`src/rtl/clkctl_pkg.sv`:
```
package clkctl_pkg;
  localparam int DIF_N = 4;

  typedef struct packed {
    logic [DIF_N-1:0] dif_en;
    logic             ss_sw_on;
    logic [1:0]       ss_sw;
    logic [1:0]       amp;
    logic [DIF_N-1:0] dif_fast;
    logic [1:0]       ref_slew;
    logic             ref_wol;
    logic             ref_en;
  } cfg_t;

  localparam cfg_t CFG_RST = '{
    dif_en:   '1,
    ss_sw_on: 1'b0,
    ss_sw:    2'b00,
    amp:      2'b10,
    dif_fast: '1,
    ref_slew: 2'b01,
    ref_wol:  1'b0,
    ref_en:   1'b1
  };
endpackage

```
`src/rtl/clkctl_strap.sv`:
```
module clkctl_strap (
  input  logic       clk,
  input  logic       rst_n,
  input  logic [1:0] ss_pin,
  output logic [1:0] strap_code,
  output logic       strap_done
);
  logic [1:0] level;

  always_comb begin
    level = (ss_pin == 2'b10) ? 2'b01 : ss_pin;
  end

  always_ff @(posedge clk or negedge rst_n) begin
    if (!rst_n) begin
      strap_code <= 2'b00;
      strap_done <= 1'b0;
    end else if (!strap_done) begin
      strap_code <= level;
      strap_done <= 1'b1;
    end
  end

  // once captured the strap never moves
  p_strap_frozen_r6: assert property (@(posedge clk) disable iff (!rst_n)
    strap_done |=> (strap_done && $stable(strap_code)));
endmodule

```
`src/rtl/clkctl_regfile.sv`:
```
module clkctl_regfile
  import clkctl_pkg::*;
#(
  parameter int ADDR_W = 8,
  parameter int DATA_W = 8
) (
  input  logic              clk,
  input  logic              rst_n,
  input  logic              req_valid,
  output logic              req_ready,
  input  logic              req_write,
  input  logic [ADDR_W-1:0] req_addr,
  input  logic [DATA_W-1:0] req_wdata,
  output logic              rsp_valid,
  input  logic              rsp_ready,
  output logic [DATA_W-1:0] rsp_data,
  input  logic [1:0]        strap_code,
  output cfg_t              cfg
);
  localparam int LAST_ADDR = 3;

  logic              accept;
  logic [DATA_W-1:0] rd_mux;
  logic              unused_wbits;

  assign req_ready    = !rsp_valid || rsp_ready;
  assign accept       = req_valid && req_ready;
  assign unused_wbits = ^{req_wdata[2], req_wdata[7:6]};

  always_comb begin
    rd_mux = '0;
    if (req_addr == ADDR_W'(0))      rd_mux = DATA_W'({4'b0000, cfg.dif_en});
    else if (req_addr == ADDR_W'(1)) rd_mux = DATA_W'({strap_code, cfg.ss_sw_on, cfg.ss_sw, 1'b0, cfg.amp});
    else if (req_addr == ADDR_W'(2)) rd_mux = DATA_W'({4'b0000, cfg.dif_fast});
    else if (req_addr == ADDR_W'(LAST_ADDR))
      rd_mux = DATA_W'({cfg.ref_slew, cfg.ref_wol, cfg.ref_en, 4'b0000});
  end

  always_ff @(posedge clk or negedge rst_n) begin
    if (!rst_n) begin
      cfg       <= CFG_RST;
      rsp_valid <= 1'b0;
      rsp_data  <= '0;
    end else begin
      if (rsp_valid && rsp_ready) rsp_valid <= 1'b0;
      if (accept) begin
        if (req_write) begin
          if (req_addr == ADDR_W'(0)) begin
            cfg.dif_en <= req_wdata[3:0];
          end else if (req_addr == ADDR_W'(1)) begin
            cfg.ss_sw_on <= req_wdata[5];
            cfg.ss_sw    <= req_wdata[4:3];
            cfg.amp      <= req_wdata[1:0];
          end else if (req_addr == ADDR_W'(2)) begin
            cfg.dif_fast <= req_wdata[3:0];
          end else if (req_addr == ADDR_W'(LAST_ADDR)) begin
            cfg.ref_slew <= req_wdata[7:6];
            cfg.ref_wol  <= req_wdata[5];
            cfg.ref_en   <= req_wdata[4];
          end
        end else begin
          rsp_valid <= 1'b1;
          rsp_data  <= rd_mux;
        end
      end
    end
  end

  // a stalled response keeps its data
  p_rsp_hold_r2: assert property (@(posedge clk) disable iff (!rst_n)
    (rsp_valid && !rsp_ready) |=> (rsp_valid && $stable(rsp_data)));
  // out-of-range writes leave configuration untouched
  p_high_addr_ignored_r3: assert property (@(posedge clk) disable iff (!rst_n)
    (accept && req_write && (req_addr > ADDR_W'(LAST_ADDR))) |=> $stable(cfg));
endmodule

```
`src/rtl/clkctl_outmux.sv`:
```
module clkctl_outmux
  import clkctl_pkg::*;
#(
  parameter int NUM_DIF = DIF_N
) (
  input  logic               clk,
  input  logic               rst_n,
  input  cfg_t               cfg,
  input  logic [1:0]         strap_code,
  input  logic [NUM_DIF-1:0] oe_n,
  input  logic               pwr_ok,
  input  logic               pll_locked,
  output logic [NUM_DIF-1:0] dif_run,
  output logic [NUM_DIF-1:0] dif_fast,
  output logic [1:0]         amp_code,
  output logic [1:0]         ss_code,
  output logic [1:0]         ref_slew,
  output logic               ref_run
);
  logic [NUM_DIF-1:0] run_d;
  logic [1:0]         ss_d;
  logic               clk_ok;

  assign clk_ok = pll_locked && pwr_ok;

  for (genvar i = 0; i < NUM_DIF; i++) begin : g_gate
    assign run_d[i] = clk_ok && cfg.dif_en[i] && !oe_n[i];
  end

  always_comb begin
    if (!cfg.ss_sw_on)            ss_d = strap_code;
    else if (cfg.ss_sw == 2'b10)  ss_d = 2'b00;
    else                          ss_d = cfg.ss_sw;
  end

  always_ff @(posedge clk or negedge rst_n) begin
    if (!rst_n) begin
      dif_run  <= '0;
      dif_fast <= CFG_RST.dif_fast;
      amp_code <= CFG_RST.amp;
      ss_code  <= 2'b00;
      ref_slew <= CFG_RST.ref_slew;
      ref_run  <= 1'b0;
    end else begin
      dif_run  <= run_d;
      dif_fast <= cfg.dif_fast;
      amp_code <= cfg.amp;
      ss_code  <= ss_d;
      ref_slew <= cfg.ref_slew;
      ref_run  <= cfg.ref_en && (pwr_ok || cfg.ref_wol);
    end
  end

  // no differential clock without lock and power
  p_no_run_unlocked_r11: assert property (@(posedge clk) disable iff (!rst_n)
    !pll_locked |=> (dif_run == '0));
  p_no_run_powerdown_r11: assert property (@(posedge clk) disable iff (!rst_n)
    !pwr_ok |=> (dif_run == '0));
  // a cleared enable bit stops its output
  p_reg_override_r5: assert property (@(posedge clk) disable iff (!rst_n)
    1'b1 |=> ((dif_run & ~$past(cfg.dif_en)) == '0));
  // the reserved spread value never reaches the pin
  p_no_reserved_ss_r8: assert property (@(posedge clk) disable iff (!rst_n)
    ss_code != 2'b10);
  // REF stops in power-down unless wake is kept
  p_ref_pd_r10: assert property (@(posedge clk) disable iff (!rst_n)
    (!pwr_ok && !cfg.ref_wol) |=> !ref_run);
endmodule

```
`src/rtl/clkctl_regbank.sv`:
```
module clkctl_regbank
  import clkctl_pkg::*;
#(
  parameter int ADDR_W  = 8,
  parameter int DATA_W  = 8,
  parameter int NUM_DIF = DIF_N
) (
  input  logic               clk,
  input  logic               rst_n,
  input  logic               req_valid,
  output logic               req_ready,
  input  logic               req_write,
  input  logic [ADDR_W-1:0]  req_addr,
  input  logic [DATA_W-1:0]  req_wdata,
  output logic               rsp_valid,
  input  logic               rsp_ready,
  output logic [DATA_W-1:0]  rsp_data,
  input  logic [NUM_DIF-1:0] oe_n,
  input  logic [1:0]         ss_pin,
  input  logic               pwr_ok,
  input  logic               pll_locked,
  output logic [NUM_DIF-1:0] dif_run,
  output logic [NUM_DIF-1:0] dif_fast,
  output logic [1:0]         amp_code,
  output logic [1:0]         ss_code,
  output logic [1:0]         ref_slew,
  output logic               ref_run
);
  cfg_t       cfg;
  logic [1:0] strap_code;
  logic       strap_done;

  clkctl_strap u_strap (
    .clk        (clk),
    .rst_n      (rst_n),
    .ss_pin     (ss_pin),
    .strap_code (strap_code),
    .strap_done (strap_done)
  );

  clkctl_regfile #(.ADDR_W(ADDR_W), .DATA_W(DATA_W)) u_regs (
    .clk        (clk),
    .rst_n      (rst_n),
    .req_valid  (req_valid),
    .req_ready  (req_ready),
    .req_write  (req_write),
    .req_addr   (req_addr),
    .req_wdata  (req_wdata),
    .rsp_valid  (rsp_valid),
    .rsp_ready  (rsp_ready),
    .rsp_data   (rsp_data),
    .strap_code (strap_code),
    .cfg        (cfg)
  );

  clkctl_outmux #(.NUM_DIF(NUM_DIF)) u_out (
    .clk        (clk),
    .rst_n      (rst_n),
    .cfg        (cfg),
    .strap_code (strap_code),
    .oe_n       (oe_n),
    .pwr_ok     (pwr_ok),
    .pll_locked (pll_locked),
    .dif_run    (dif_run),
    .dif_fast   (dif_fast),
    .amp_code   (amp_code),
    .ss_code    (ss_code),
    .ref_slew   (ref_slew),
    .ref_run    (ref_run)
  );

  // readback bits are only meaningful after the capture
  p_strap_once_r6: assert property (@(posedge clk) disable iff (!rst_n)
    strap_done |=> $stable(strap_code));
endmodule

```
`config.mk`:
```
export PLATFORM = sky130hd
export DESIGN_NAME = clkctl_regbank
export DESIGN_NICKNAME = d
export VERILOG_FILES = /design/src/rtl/clkctl_pkg.sv /design/src/rtl/clkctl_strap.sv /design/src/rtl/clkctl_regfile.sv /design/src/rtl/clkctl_outmux.sv /design/src/rtl/clkctl_regbank.sv
export SDC_FILE = /design/constraint.sdc
export NUM_CORES = 1
export LEC_CHECK = 0
export BUFFER_PORTS_ARGS = -buffer_cell sky130_fd_sc_hd__buf_2
export CAP_MARGIN = 20
export CORE_ASPECT_RATIO = 0.6
export CORE_MARGIN = 2
export CORE_UTILIZATION = 50
export DETAILED_ROUTE_END_ITERATION = 7
export GPL_TIMING_DRIVEN = 1
export PLACE_DENSITY = 0.84
export SYNTH_ARGS = -nofsm -noshare
export SYNTH_HDL_FRONTEND = slang
export SYNTH_SLANG_ARGS = --single-unit
```
`constraint.sdc`:
```
create_clock -name clk -period 1.8 [get_ports clk]
set_input_delay 0.18 -clock clk [delete_from_list [all_inputs] [get_ports clk]]
set_output_delay 0.18 -clock clk [all_outputs]
set_load 0.1 [all_outputs]
```
==> flow_summary.json <==
{
  "ys_async_sr_fraction_pct": 100,
  "avgSynthCellArea_um2": 14.0,
  "vias": 1183,
  "timing.setup.tns_ps": 0,
  "vias_per_cell": 5.08,
  "post_drt_wl_per_cell_um": 15.6,
  "io_pins": 54,
  "routabilityCongestion": 0.857,
  "synth_area_um2": 1750,
  "arrival_ps": 1730,
  "tightest_slew_ps": 530,
  "fmax_mhz": 663,
  "cts_setup_buffers": 0,
  "power_leakage_nw": 1.08,
  "cts_tree": "yes",
  "place_inst": 224,
  "port_buffers": 53,
  "first_iter_violations": 46,
  "fin_crit_ps": 1510,
  "grt_usage_pct": 20.5,
  "path_cells": "nand2b_4 -> and4b_2 -> nand3_1 -> mux2_2",
  "irDropWorstVdd_mv": 0.502,
  "core-area_um2": 3300,
  "hold_viol_final": 0,
  "power_mw": 1.94,
  "syn_inst": 125,
  "timing.rr.start": "u_regs.rsp_valid",
  "ys_warn_count": 0,
  "synth-edff-count": 0,
  "fin_nets": 216,
  "max-slew-margin-rel_pct": 64.7,
  "reg2reg_to": "u_regs.cfg[15]",
  "critPathMaxFanout": 5,
  "required_ps": 2030,
  "hold_slack_ps": 29.9,
  "ff2ff_setup_slack_ps": 290,
  "yosysUniqueCellTypes": 28,
  "rows": 16,
  "fin_cells": 233,
  "cts_buffers": 5,
  "max_cap_violations": 0,
  "status": "finished, final reports clean",
  "h-tree-depth": 2,
  "clock_latency_ps": 290,
  "dieArea_um2": 4010,
  "post-route-period-util_pct": 83.8,
  "grt_pass1_wl_um": 5950,
  "synth_fp_nets": 154,
  "diodes": 0,
  "grt_pass1_vias": 1251,
  "end_kind": "register",
  "drive_gt1_share_pct": 58.0,
  "clockRootBuffer": "clkbuf_8",
  "ys_seq_area_share_pct": 64.1,
  "cts-resized-gates": 0,
  "power_density_nw_per_um2": 874,
  "synth_ff_type": "dfrtp_1",
  "die_w_um": 80.4,
  "die_y_um": 49.8,
  "cts_hold_buf": 1,
  "first_pass_iters": 4,
  "drt_wl_total_um": 3630,
  "yosys_register_bits": 44,
  "fin_skew_ps": 6.12,
  "worstSetupEndpoint": "u_regs.cfg[15]",
  "r2r_cells": 4,
  "critPathLaunch": "u_regs.rsp_valid",
  "synthToLayoutAreaGrowth_pct": 26.6,
  "finalSetupViolCount": 0,
  "antenna_found_initial": 0,
  "postPlaceCellArea_um2": 2110,
  "cts.clk_slew.worst_paths_ps": 80,
  "drc": 0,
  "grt.overflow.total": 0,
  "cts.sinks": 44,
  "worstSetupPathType": "reg2reg",
  "fin_area_um2": 2220,
  "crit_path_top_delay_cell": "dfrtp_4",
  "drv_slew": 0,
  "crit_path_max_incr_delay_ps": 490,
  "min_path_type": "in2reg",
  "cts_buffer_depth": 2,
  "postRouteAntennaNets": 0,
  "rsz0062_at_grt": "false",
  "detailed_place_hpwl_um": 2720,
  "critPathLaunchType": "register",
  "start_util_pct": 53.0,
  "grt_max_degree": 45
}
cells by family (layout without fill, tap and decap cells):
| kind of cell | Yosys count | after routing | synth area share, % |
|---|---|---|---|
| flip-flops | 44 | 44 | 64.1 |
| AND/OR/NAND/NOR | 38 | 38 | 13.6 |
| multiplexers | 26 | 26 | 16.2 |
| AO/OA/AOI/OAI | 12 | 12 | 4.43 |
| buffers and inverters | 4 | 67 | 1.50 |
| other | 1 | 1 | 0.214 |
through the flow:
stage	setup slack (ps)	util, %
detailed placement	200	63.7
CTS	288	67.1
global placement	263	63.7
finish	292	67.1
global route	237	67.1
floorplan	-48.0	-
report_power, final:
part | internal [mW] | total [mW] | switching [mW] | leakage, nW
Sequential | 1.02 | 1.04 | 0.0173 | 0.540
Clock | 0.350 | 0.663 | 0.313 | 0.0515
Combinational | 0.0643 | 0.234 | 0.170 | 0.493
Total | 1.44 | 1.94 | 0.500 | 1.08
synthesized netlist by cell type (3+ instances only):
library cell   n  area, um2
mux2_2        18        203
nand2_1       12       45.0
nor3_1         4       20.0
dfstp_2       17        447
nor2_1         3       11.3
a221o_1        3       30.0
nand3_1        4       20.0
nor3b_1        4       30.0
dfrtp_1       27        676
mux2i_1        8       80.1
o21ai_0        8       40.0
cells in the final DEF, fill, tap and decap left out, types with 3 or more instances in the layout:
| cell type | count |
|---|---|
| dfstp_2 | 17 |
| nor3b_1 | 4 |
| a221o_1 | 3 |
| buf_2 | 53 |
| nand3_1 | 4 |
| nor3_1 | 4 |
| nor2_1 | 3 |
| clkbuf_8 | 7 |
| mux2_2 | 14 |
| dfrtp_1 | 26 |
| o21ai_0 | 8 |
| mux2_4 | 4 |
| buf_4 | 4 |
| mux2i_1 | 8 |
| nand2_1 | 12 |
layer usage:
layer | share of wire, % | GRT usage (%) | vias to the layer above
li1 | - | - | 563
met1 | 48 | 29.3 | 569
met2 | 44 | 29.4 | 42
met3 | 6.4 | 5.31 | 9
met4 | 1.9 | 9.32 | 0
met5 | 0 | 0 | -
critical path: cells and delay by family, from the launching register on:
family	cells	cell delay (ps)
flip-flops	1	490
multiplexers	1	350
AND/OR/NAND/NOR	3	600
cell type report:
cell class / count / area [um2]
clock buffer: 8 / 100
fill: 263 / 1090
inverter: 1 / 3.75
multi-input combinational: 77 / 624
sequential: 44 / 1130
tap: 45 / 56.3
timing repair buffer: 58 / 305
sequential cells by signal, indices dropped and copies added, names as in the netlist:
signal,cells
u_out.ss_code,2
u_out.dif_run,4
u_strap.strap_done,1
u_out.dif_fast,4
u_strap.strap_code,2
u_out.ref_slew,2
u_out.ref_run,1
u_regs.cfg,17
u_regs.rsp_data,8
u_regs.rsp_valid,1
u_out.amp_code,2
worst min path at each step:
stage,endpoint,depth (start not counted),from,slack (ps)
after CTS,u_out.dif_run[3],2,oe_n[3],20
after floorplan,u_out.amp_code[0],0,rst_n,-120
after detailed placement,u_regs.rsp_data[5],2,rst_n,280
after global routing,u_out.dif_run[3],2,oe_n[3],20
after global placement,u_out.ref_slew[1],2,rst_n,260
final,u_out.dif_run[1],2,oe_n[1],30
Power figures use the tool's default switching activity.
